$ cat config.mk
export PLATFORM = sky130hd
export DESIGN_NAME = ecc_word_array
export DESIGN_NICKNAME = d
export VERILOG_FILES = /design/src/rtl/ecc_word_pkg.sv /design/src/rtl/ecc_secded_enc.sv /design/src/rtl/ecc_secded_dec.sv /design/src/rtl/ecc_byte_merge.sv /design/src/rtl/ecc_word_array.sv
export SDC_FILE = /design/constraint.sdc
export NUM_CORES = 1
export LEC_CHECK = 0
export CORE_ASPECT_RATIO = 1.5
export CORE_UTILIZATION = 39
export CTS_CLUSTER_DIAMETER = 200
export CTS_CLUSTER_SIZE = 25
export DETAILED_ROUTE_END_ITERATION = 10
export DONT_BUFFER_PORTS = 1
export PLACE_DENSITY = 0.65
export SYNTH_ARGS = -nofsm -noshare
export SYNTH_HDL_FRONTEND = slang
export SYNTH_HIERARCHICAL = 1
export SYNTH_SLANG_ARGS = --single-unit
$ cat constraint.sdc
create_clock -name clk -period 9.1 [get_ports clk]
set_clock_uncertainty 0.05 [all_clocks]
set_input_delay 2.73 -clock clk [delete_from_list [all_inputs] [get_ports clk]]
set_output_delay 2.73 -clock clk [all_outputs]
set_load 0.01 [all_outputs]
$ cat src/rtl/ecc_word_pkg.sv
package ecc_word_pkg;

    typedef enum logic {
        SEQ_IDLE,
        SEQ_MERGE
    } seq_e;

    // Smallest number of Hamming check bits covering data_w data bits.
    function automatic int hamming_bits(input int data_w);
        int p;
        p = 1;
        while ((1 << p) < data_w + p + 1) p++;
        return p;
    endfunction

endpackage

$ cat src/rtl/ecc_secded_enc.sv
module ecc_secded_enc #(
    parameter int DATA_W = 32,
    localparam int HB    = ecc_word_pkg::hamming_bits(DATA_W),
    localparam int CW    = DATA_W + HB + 1
) (
    input  logic [DATA_W-1:0] data_i,
    output logic [CW-1:0]     code_o
);
    localparam int NPOS = DATA_W + HB;

    logic [CW-1:0] spread;
    logic [HB-1:0] syn;
    logic [CW-1:0] code;

    // Data bits go to positions that are not powers of two.
    always_comb begin
        int di;
        di     = 0;
        spread = '0;
        for (int pos = 1; pos <= NPOS; pos++) begin
            if ((pos & (pos - 1)) != 0) begin
                spread[pos] = data_i[di];
                di++;
            end
        end
    end

    always_comb begin
        syn = '0;
        for (int pos = 1; pos <= NPOS; pos++) begin
            if (spread[pos]) syn ^= HB'(pos);
        end
    end

    always_comb begin
        code = spread;
        for (int k = 0; k < HB; k++) begin
            code[1 << k] = syn[k];
        end
        code[0] = ^code[CW-1:1];
    end

    assign code_o = code;

endmodule

$ cat src/rtl/ecc_secded_dec.sv
module ecc_secded_dec #(
    parameter int DATA_W = 32,
    localparam int HB    = ecc_word_pkg::hamming_bits(DATA_W),
    localparam int CW    = DATA_W + HB + 1
) (
    input  logic [CW-1:0]     code_i,
    output logic [DATA_W-1:0] data_o,
    output logic              ce_o,
    output logic              ue_o
);
    localparam int NPOS = DATA_W + HB;

    logic [HB-1:0] syn;
    logic          par;
    logic          in_range;
    logic [CW-1:0] fixed;

    always_comb begin
        syn = '0;
        for (int pos = 1; pos <= NPOS; pos++) begin
            if (code_i[pos]) syn ^= HB'(pos);
        end
    end

    assign par      = ^code_i;
    assign in_range = (int'(syn) <= NPOS);

    always_comb begin
        fixed = code_i;
        if (par && in_range) fixed[syn] = ~code_i[syn];
    end

    always_comb begin
        int di;
        di     = 0;
        data_o = '0;
        for (int pos = 1; pos <= NPOS; pos++) begin
            if ((pos & (pos - 1)) != 0) begin
                data_o[di] = fixed[pos];
                di++;
            end
        end
    end

    assign ce_o = par && in_range;
    assign ue_o = (!par && (syn != '0)) || (par && !in_range);

endmodule

$ cat src/rtl/ecc_byte_merge.sv
module ecc_byte_merge #(
    parameter int DATA_W = 32,
    localparam int BYTES = DATA_W / 8
) (
    input  logic [DATA_W-1:0] old_i,
    input  logic [DATA_W-1:0] new_i,
    input  logic [BYTES-1:0]  be_i,
    output logic [DATA_W-1:0] merged_o
);
    for (genvar b = 0; b < BYTES; b++) begin : g_lane
        assign merged_o[8*b +: 8] = be_i[b] ? new_i[8*b +: 8] : old_i[8*b +: 8];
    end
endmodule

$ cat src/rtl/ecc_word_array.sv
module ecc_word_array #(
    parameter int ADDR_W = 4,
    parameter int DATA_W = 32,
    localparam int BYTES = DATA_W / 8,
    localparam int HB    = ecc_word_pkg::hamming_bits(DATA_W),
    localparam int CW    = DATA_W + HB + 1,
    localparam int DEPTH = 1 << ADDR_W
) (
    input  logic              clk,
    input  logic              rst_n,
    input  logic              req_valid,
    output logic              req_ready,
    input  logic              req_write,
    input  logic [ADDR_W-1:0] req_addr,
    input  logic [DATA_W-1:0] req_wdata,
    input  logic [BYTES-1:0]  req_be,
    input  logic [CW-1:0]     inj_flip,
    output logic              rd_valid,
    output logic [DATA_W-1:0] rd_data,
    output logic              rd_ce,
    output logic              rd_ue,
    output logic              merge_ue
);
    import ecc_word_pkg::*;

    typedef struct packed {
        seq_e              st;
        logic [ADDR_W-1:0] addr;
        logic [DATA_W-1:0] wdata;
        logic [BYTES-1:0]  be;
        logic [CW-1:0]     flip;
        logic              rd_valid;
        logic [DATA_W-1:0] rd_data;
        logic              rd_ce;
        logic              rd_ue;
        logic              merge_ue;
    } ctl_t;

    ctl_t s_d, s_q;

    logic [CW-1:0]     mem_q [DEPTH];

    logic              accept;
    logic              full_mask;
    logic [ADDR_W-1:0] rd_addr;
    logic [CW-1:0]     rd_code;
    logic [DATA_W-1:0] dec_data;
    logic              dec_ce;
    logic              dec_ue;
    logic [DATA_W-1:0] merged;
    logic [DATA_W-1:0] enc_in;
    logic [CW-1:0]     enc_code;
    logic              wr_en;
    logic [ADDR_W-1:0] wr_addr;
    logic [CW-1:0]     wr_code;

    // Only one array read per cycle: the merge owns it while busy.
    assign req_ready = (s_q.st == SEQ_IDLE);
    assign accept    = req_valid && req_ready;
    assign full_mask = &req_be;
    assign rd_addr   = (s_q.st == SEQ_MERGE) ? s_q.addr : req_addr;
    assign rd_code   = mem_q[rd_addr];

    ecc_secded_dec #(.DATA_W(DATA_W)) i_dec (
        .code_i (rd_code),
        .data_o (dec_data),
        .ce_o   (dec_ce),
        .ue_o   (dec_ue)
    );

    ecc_byte_merge #(.DATA_W(DATA_W)) i_merge (
        .old_i    (dec_data),
        .new_i    (s_q.wdata),
        .be_i     (s_q.be),
        .merged_o (merged)
    );

    // One encoder, shared by direct writes and merge write-back.
    assign enc_in = (s_q.st == SEQ_MERGE) ? merged : req_wdata;

    ecc_secded_enc #(.DATA_W(DATA_W)) i_enc (
        .data_i (enc_in),
        .code_o (enc_code)
    );

    always_comb begin
        wr_en   = 1'b0;
        wr_addr = req_addr;
        wr_code = enc_code ^ inj_flip;
        if (s_q.st == SEQ_MERGE) begin
            wr_en   = 1'b1;
            wr_addr = s_q.addr;
            wr_code = enc_code ^ s_q.flip;
        end else if (accept && req_write && full_mask) begin
            wr_en = 1'b1;
        end
    end

    always_comb begin
        s_d          = s_q;
        s_d.rd_valid = 1'b0;
        s_d.rd_ce    = 1'b0;
        s_d.rd_ue    = 1'b0;
        s_d.merge_ue = 1'b0;
        case (s_q.st)
            SEQ_IDLE: begin
                if (accept) begin
                    if (!req_write) begin
                        s_d.rd_valid = 1'b1;
                        s_d.rd_data  = dec_data;
                        s_d.rd_ce    = dec_ce;
                        s_d.rd_ue    = dec_ue;
                    end else if (!full_mask) begin
                        s_d.st    = SEQ_MERGE;
                        s_d.addr  = req_addr;
                        s_d.wdata = req_wdata;
                        s_d.be    = req_be;
                        s_d.flip  = inj_flip;
                    end
                end
            end
            SEQ_MERGE: begin
                s_d.st       = SEQ_IDLE;
                s_d.merge_ue = dec_ue;
            end
            default: s_d.st = SEQ_IDLE;
        endcase
    end

    always_ff @(posedge clk) begin
        if (!rst_n) begin
            s_q <= '0;
        end else begin
            s_q <= s_d;
        end
    end

    // The all-zero entry is a valid codeword for the all-zero word.
    always_ff @(posedge clk) begin
        if (!rst_n) begin
            for (int i = 0; i < DEPTH; i++) mem_q[i] <= '0;
        end else if (wr_en) begin
            mem_q[wr_addr] <= wr_code;
        end
    end

    assign rd_valid = s_q.rd_valid;
    assign rd_data  = s_q.rd_data;
    assign rd_ce    = s_q.rd_ce;
    assign rd_ue    = s_q.rd_ue;
    assign merge_ue = s_q.merge_ue;

endmodule

### Word level (Yosys, flattened, before mapping)

Memories as Yosys holds them, arrays and structs flattened.
Index checks and enable logic that the tools add are counted.

* flip-flop bits (word level): 116
* bits in writable memories: 624
* bits of input ports: 83
* memories kept: 1

* magnitude comparators: 3
* muxes and demuxes: 97
* bitwise logic cells: 76
* reductions and logical operators: 20

Memory list
* mem_q: words 16, width 39, rd ports 1, clocked after memory_dff 0, write ports 16, line ecc_word_array.sv:41 `logic [CW-1:0] mem_q [DEPTH];`

Operators by type and width (count)
* two-way mux 80 bit: 2
* two-way mux 5 bit: 31
* two-way mux 39 bit: 3
* two-way mux 115 bit: 1
* two-way mux 6 bit: 13
* inverter 3 bit: 26
* XOR 39 bit: 2
* two-way mux 4 bit: 17
* inverter 2 bit: 25
* inverter 4 bit: 10
* bitwise mux 39 bit: 1
* OR reduction 39 bit: 1
* XOR reduction 39 bit: 1
* XOR reduction 38 bit: 1
* two-way mux 35 bit: 1
* two-way mux 32 bit: 1
* two-way mux 8 bit: 4
* two-way mux 3 bit: 7
* two-way mux 1 bit: 10
* inverter 5 bit: 2
* AND reduction 4 bit: 2
* logical AND 1 bit: 7
* less-than comparator 6 x 7 -> 1 bit, second input constant: 1
* binary-select mux 1 bit (select 6 bit): 1
* 14 further kinds: 26

### Longest topological paths before layout

An unclocked memory read counts as a cell.

* depth in word-level cells: 147
* depth in mapped cells: 29
* gate-level depth less buffers: 22

### By module

Netlist, hierarchy kept.

Modules (own cells, without submodules)
* ecc_word_array: instances 1, cells each 2834, area each 33902.5 um^2, seq. area each 21060.2 um^2
* ecc_secded_dec: instances 1, cells each 221, area each 1855.5 um^2, seq. area each 0.0 um^2
* ecc_secded_enc: instances 1, cells each 90, area each 877.1 um^2, seq. area each 0.0 um^2
* ecc_byte_merge: instances 1, cells each 36, area each 525.5 um^2, seq. area each 0.0 um^2

### Worst setup path after synthesis

OpenSTA, ideal clock, no wires.

* path type: input port to flip-flop
* start: input req_addr[0]
* end: memory mem_q[1][0] in the netlist's numbering, data pin
* arrival: 9.453 ns
* setup slack: -0.669 ns
* stages on the path: 23
* path buffers: 3
* path through: mux2i_1 > buf_1 > mux2i_1 > o22ai_1 > or4_1 > xnor2_1 > xnor3_2 > xor3_2 > xor2_2 > o32ai_1 > a2111oi_4 > nor2_2 > buf_6 > mux2_4 > mux2_4 > mux2_2 > xnor2_1 > xnor3_2 > xnor3_2 > xor3_1 > xor2_1 > clkbuf_1 > nor2_1

RTL lines
* start, declared: line ecc_word_array.sv:14 `input logic [ADDR_W-1:0] req_addr,`
* end, declared: line ecc_word_array.sv:41

==> metrics.csv <==
metric,value,unit
status,"finished, final reports clean",
largest family of logic cells by synthesized area,compound AO/OA/AOI/OAI gates,
post-synthesis average cell area,11.7,µm²
placed insts,4493,
Setup crit start kind,input port,
Root Buffer,clkbuf_16,
slack of the critical path,0.0104,ns
PD cells,259,mW/mm²
synthesized cell area,0.0372,mm²
YS warnings,6,
max-slew violation count,0,
LEAKAGE,15.2,nW
Post-DP HPWL,80.5,mm
total CTS buffers,35,
Core ar.,0.0944,mm²
global-route wire length before repair,180,mm
htree depth,2,
Period minus WS final,9.09,ns
GPL Wtd Cong,0.952,
clock sinks,740,
CP Max Fanout,16,
ys async rst share,0,%
Final nets,3356,
initial antenna violation count,1,
hold buffers post-CTS,0,
post-route insts no fill,4547,
Synth cell types,72,
gr ovfl total,0,
Fin. Hold Viols,0,
area grow syn2layout,12.2,%
Yosys reg bits,740,
FMAX,0.110,GHz
Initial Util,39.3,%
Compound-Gate Fraction of Synth Area,13.6,%
adder-cell share of the synthesized area,0,%
Slew HR,28.9,%
Clock Path Buffers,3,
hold_ws,0.416,ns
DR iter-0 viols,2949,
port buffer count,0,
Worst-Margin Slew,1.04,ns
Max VDD drop,0.468,mV
post-synthesis simple-gate area fraction,11.3,%
Mapped Cells,3181,
pre-CTS WS,-0.730,ns
xor/xnor share of the synthesized area,4.66,%
Max Cap Violations,0,
DIE HEIGHT,380,µm
iteration count of the initial detailed-routing pass,6,
DRC errors left,0,
worst hold path class,reg2reg,
share of post-route cells with drive strength above 1,26.1,%
Tcrit/Tclk final,99.9,%
CP Class,in2reg,
"EDFF count, synth",624,
Die W,254,µm
wire per inst,27.7,µm
Mapped Nets,3264,
"Clk pin slew, worst setup/hold paths",0.10,ns
worst-skew pair later-pin latency,0.61,ns
vias in the first global route,26400,
Post-DRT Antenna Nets,0,
pin count of the biggest net entering global routing,149,
row count,138,
main flop type after synthesis,edfxtp_1,
setup_tns,0,ns
final wirelength,126,mm
Worst EP arrival,9.37,ns
die area,0.0965,mm²
GRT Total Usage,25.8,%
critical path capture point type,flip-flop,
Final setup viols,0,
Critical Path RT,9.38,ns
Ports,120,
RSZ-0062 raised after global routing,yes,
mux share of post-synthesis cell area,8.80,%
DR vias/cell,5.78,
CTS tree,built,
vias,26300,
Tot Pwr,10.8,mW
sequential fraction of the synthesis area,56.7,%
timing repair:
action	in CTS	in global routing
hold endpoints to repair	0	0
buffers inserted	0	2
gates cloned	0	1
pin swaps	0	3
endpoints found under the setup margin	32	73
resized for setup	9	10
layout make-up:
type                            instances  area, µm²
Timing Repair Buffer                  394       3450
Multi-Input combinational cell       2098      14600
Clock inverter                          3       36.3
Antenna cell                            2       5.00
Tap cell                             1260       1580
Fill cell                            8704      52700
Sequential cell                       740      21100
Clock buffer                           46        938
Inverter                                4       15.0
registers in the layout, summed over array words and instances, names as in the netlist:
register,count
mem_q,624
rd_ue,1
rd_valid,1
s_q,80
merge_ue,1
rd_ce,1
rd_data,32
final timing paths:
path,start,end,slack (ns),depth (start not counted)
setup / recovery,req_addr[0],mem_q[6][0],0.01,28
hold / removal,s_q[49],s_q[49],0.42,2
setup reg to reg,s_q[115],mem_q[6][0],1.07,28
hold reg to reg,s_q[49],s_q[49],0.42,2
critical path: stages:
cell      delay, ns
mux2i_4        0.20
buf_12         0.23
buf_4          0.15
mux2i_1        0.20
o22ai_1        0.12
or4_1          0.56
buf_4          0.21
xnor2_1        0.19
buf_4          0.16
xor3_2         0.28
xor3_2         0.49
buf_12         0.18
mux2i_1        0.11
mux2i_1        0.19
nor2_2         0.06
a211oi_2       0.32
nor2_4         0.14
mux2_4         0.29
mux2_4         0.30
mux2_2         0.31
xnor2_2        0.16
xnor2_2        0.19
xnor3_1        0.45
xnor3_1        0.39
xor3_1         0.28
xor2_2         0.20
buf_12         0.17
nor2_1         0.06
layer usage:
metal | routed length [µm] | track usage [%] | vias to the layer above
li1 | - | - | 11400
met1 | 42900 | 28.8 | 13100
met2 | 62300 | 44.2 | 1323
met3 | 10200 | 4.04 | 397
met4 | 10500 | 18.7 | 0
met5 | 0 | 0 | -
per-stage QoR:
stage | util [%] | instance area (µm²)
after floorplan | - | 37400
final | 44.2 | 41700
after global placement | 43.0 | 40600
after global routing | 44.2 | 41700
after detailed placement | 43.0 | 40600
after CTS | 44.1 | 41600
cell usage after synthesis, types with 79 or more instances:
master    number  area share (%)
a21boi_0     107             2.2
clkbuf_1     140             1.4
mux2i_1      204             5.5
buf_4        105             2.1
xnor2_1       92             2.2
nand2_1      247             2.5
nor2_1       655             6.6
dfxtp_1      116             6.2
edfxtp_1     624              50
o22ai_1       81             1.4
a41oi_1       79             1.9
o21ai_0       87             1.2
a21bo_2      234             6.3
kinds of logic (layout without fill, tap and decap cells):
family          Yosys count  after routing
flops                   740            740
compound gates          619            619
xor+xnor                166            166
mux                     299            299
simple gates           1014           1014
buf+inv                 343            447
other cells               0              2
cells in the final DEF (no fill, tap or decap), types with 79 or more instances in the layout:
cell type,count
a21boi_0,107
nand2_1,231
xnor2_1,82
a41oi_1,79
buf_4,352
edfxtp_1,624
a21bo_2,234
nor2_1,655
o21ai_0,86
mux2i_1,203
o22ai_1,80
dfxtp_1,115
report_power, final:
part / switching [mW] / internal (mW)
logic: 2.77 / 2.37
registers: 0.0604 / 3.79
clock network: 1.07 / 0.739
total: 3.90 / 6.90
(Power assumes the default switching activity.)
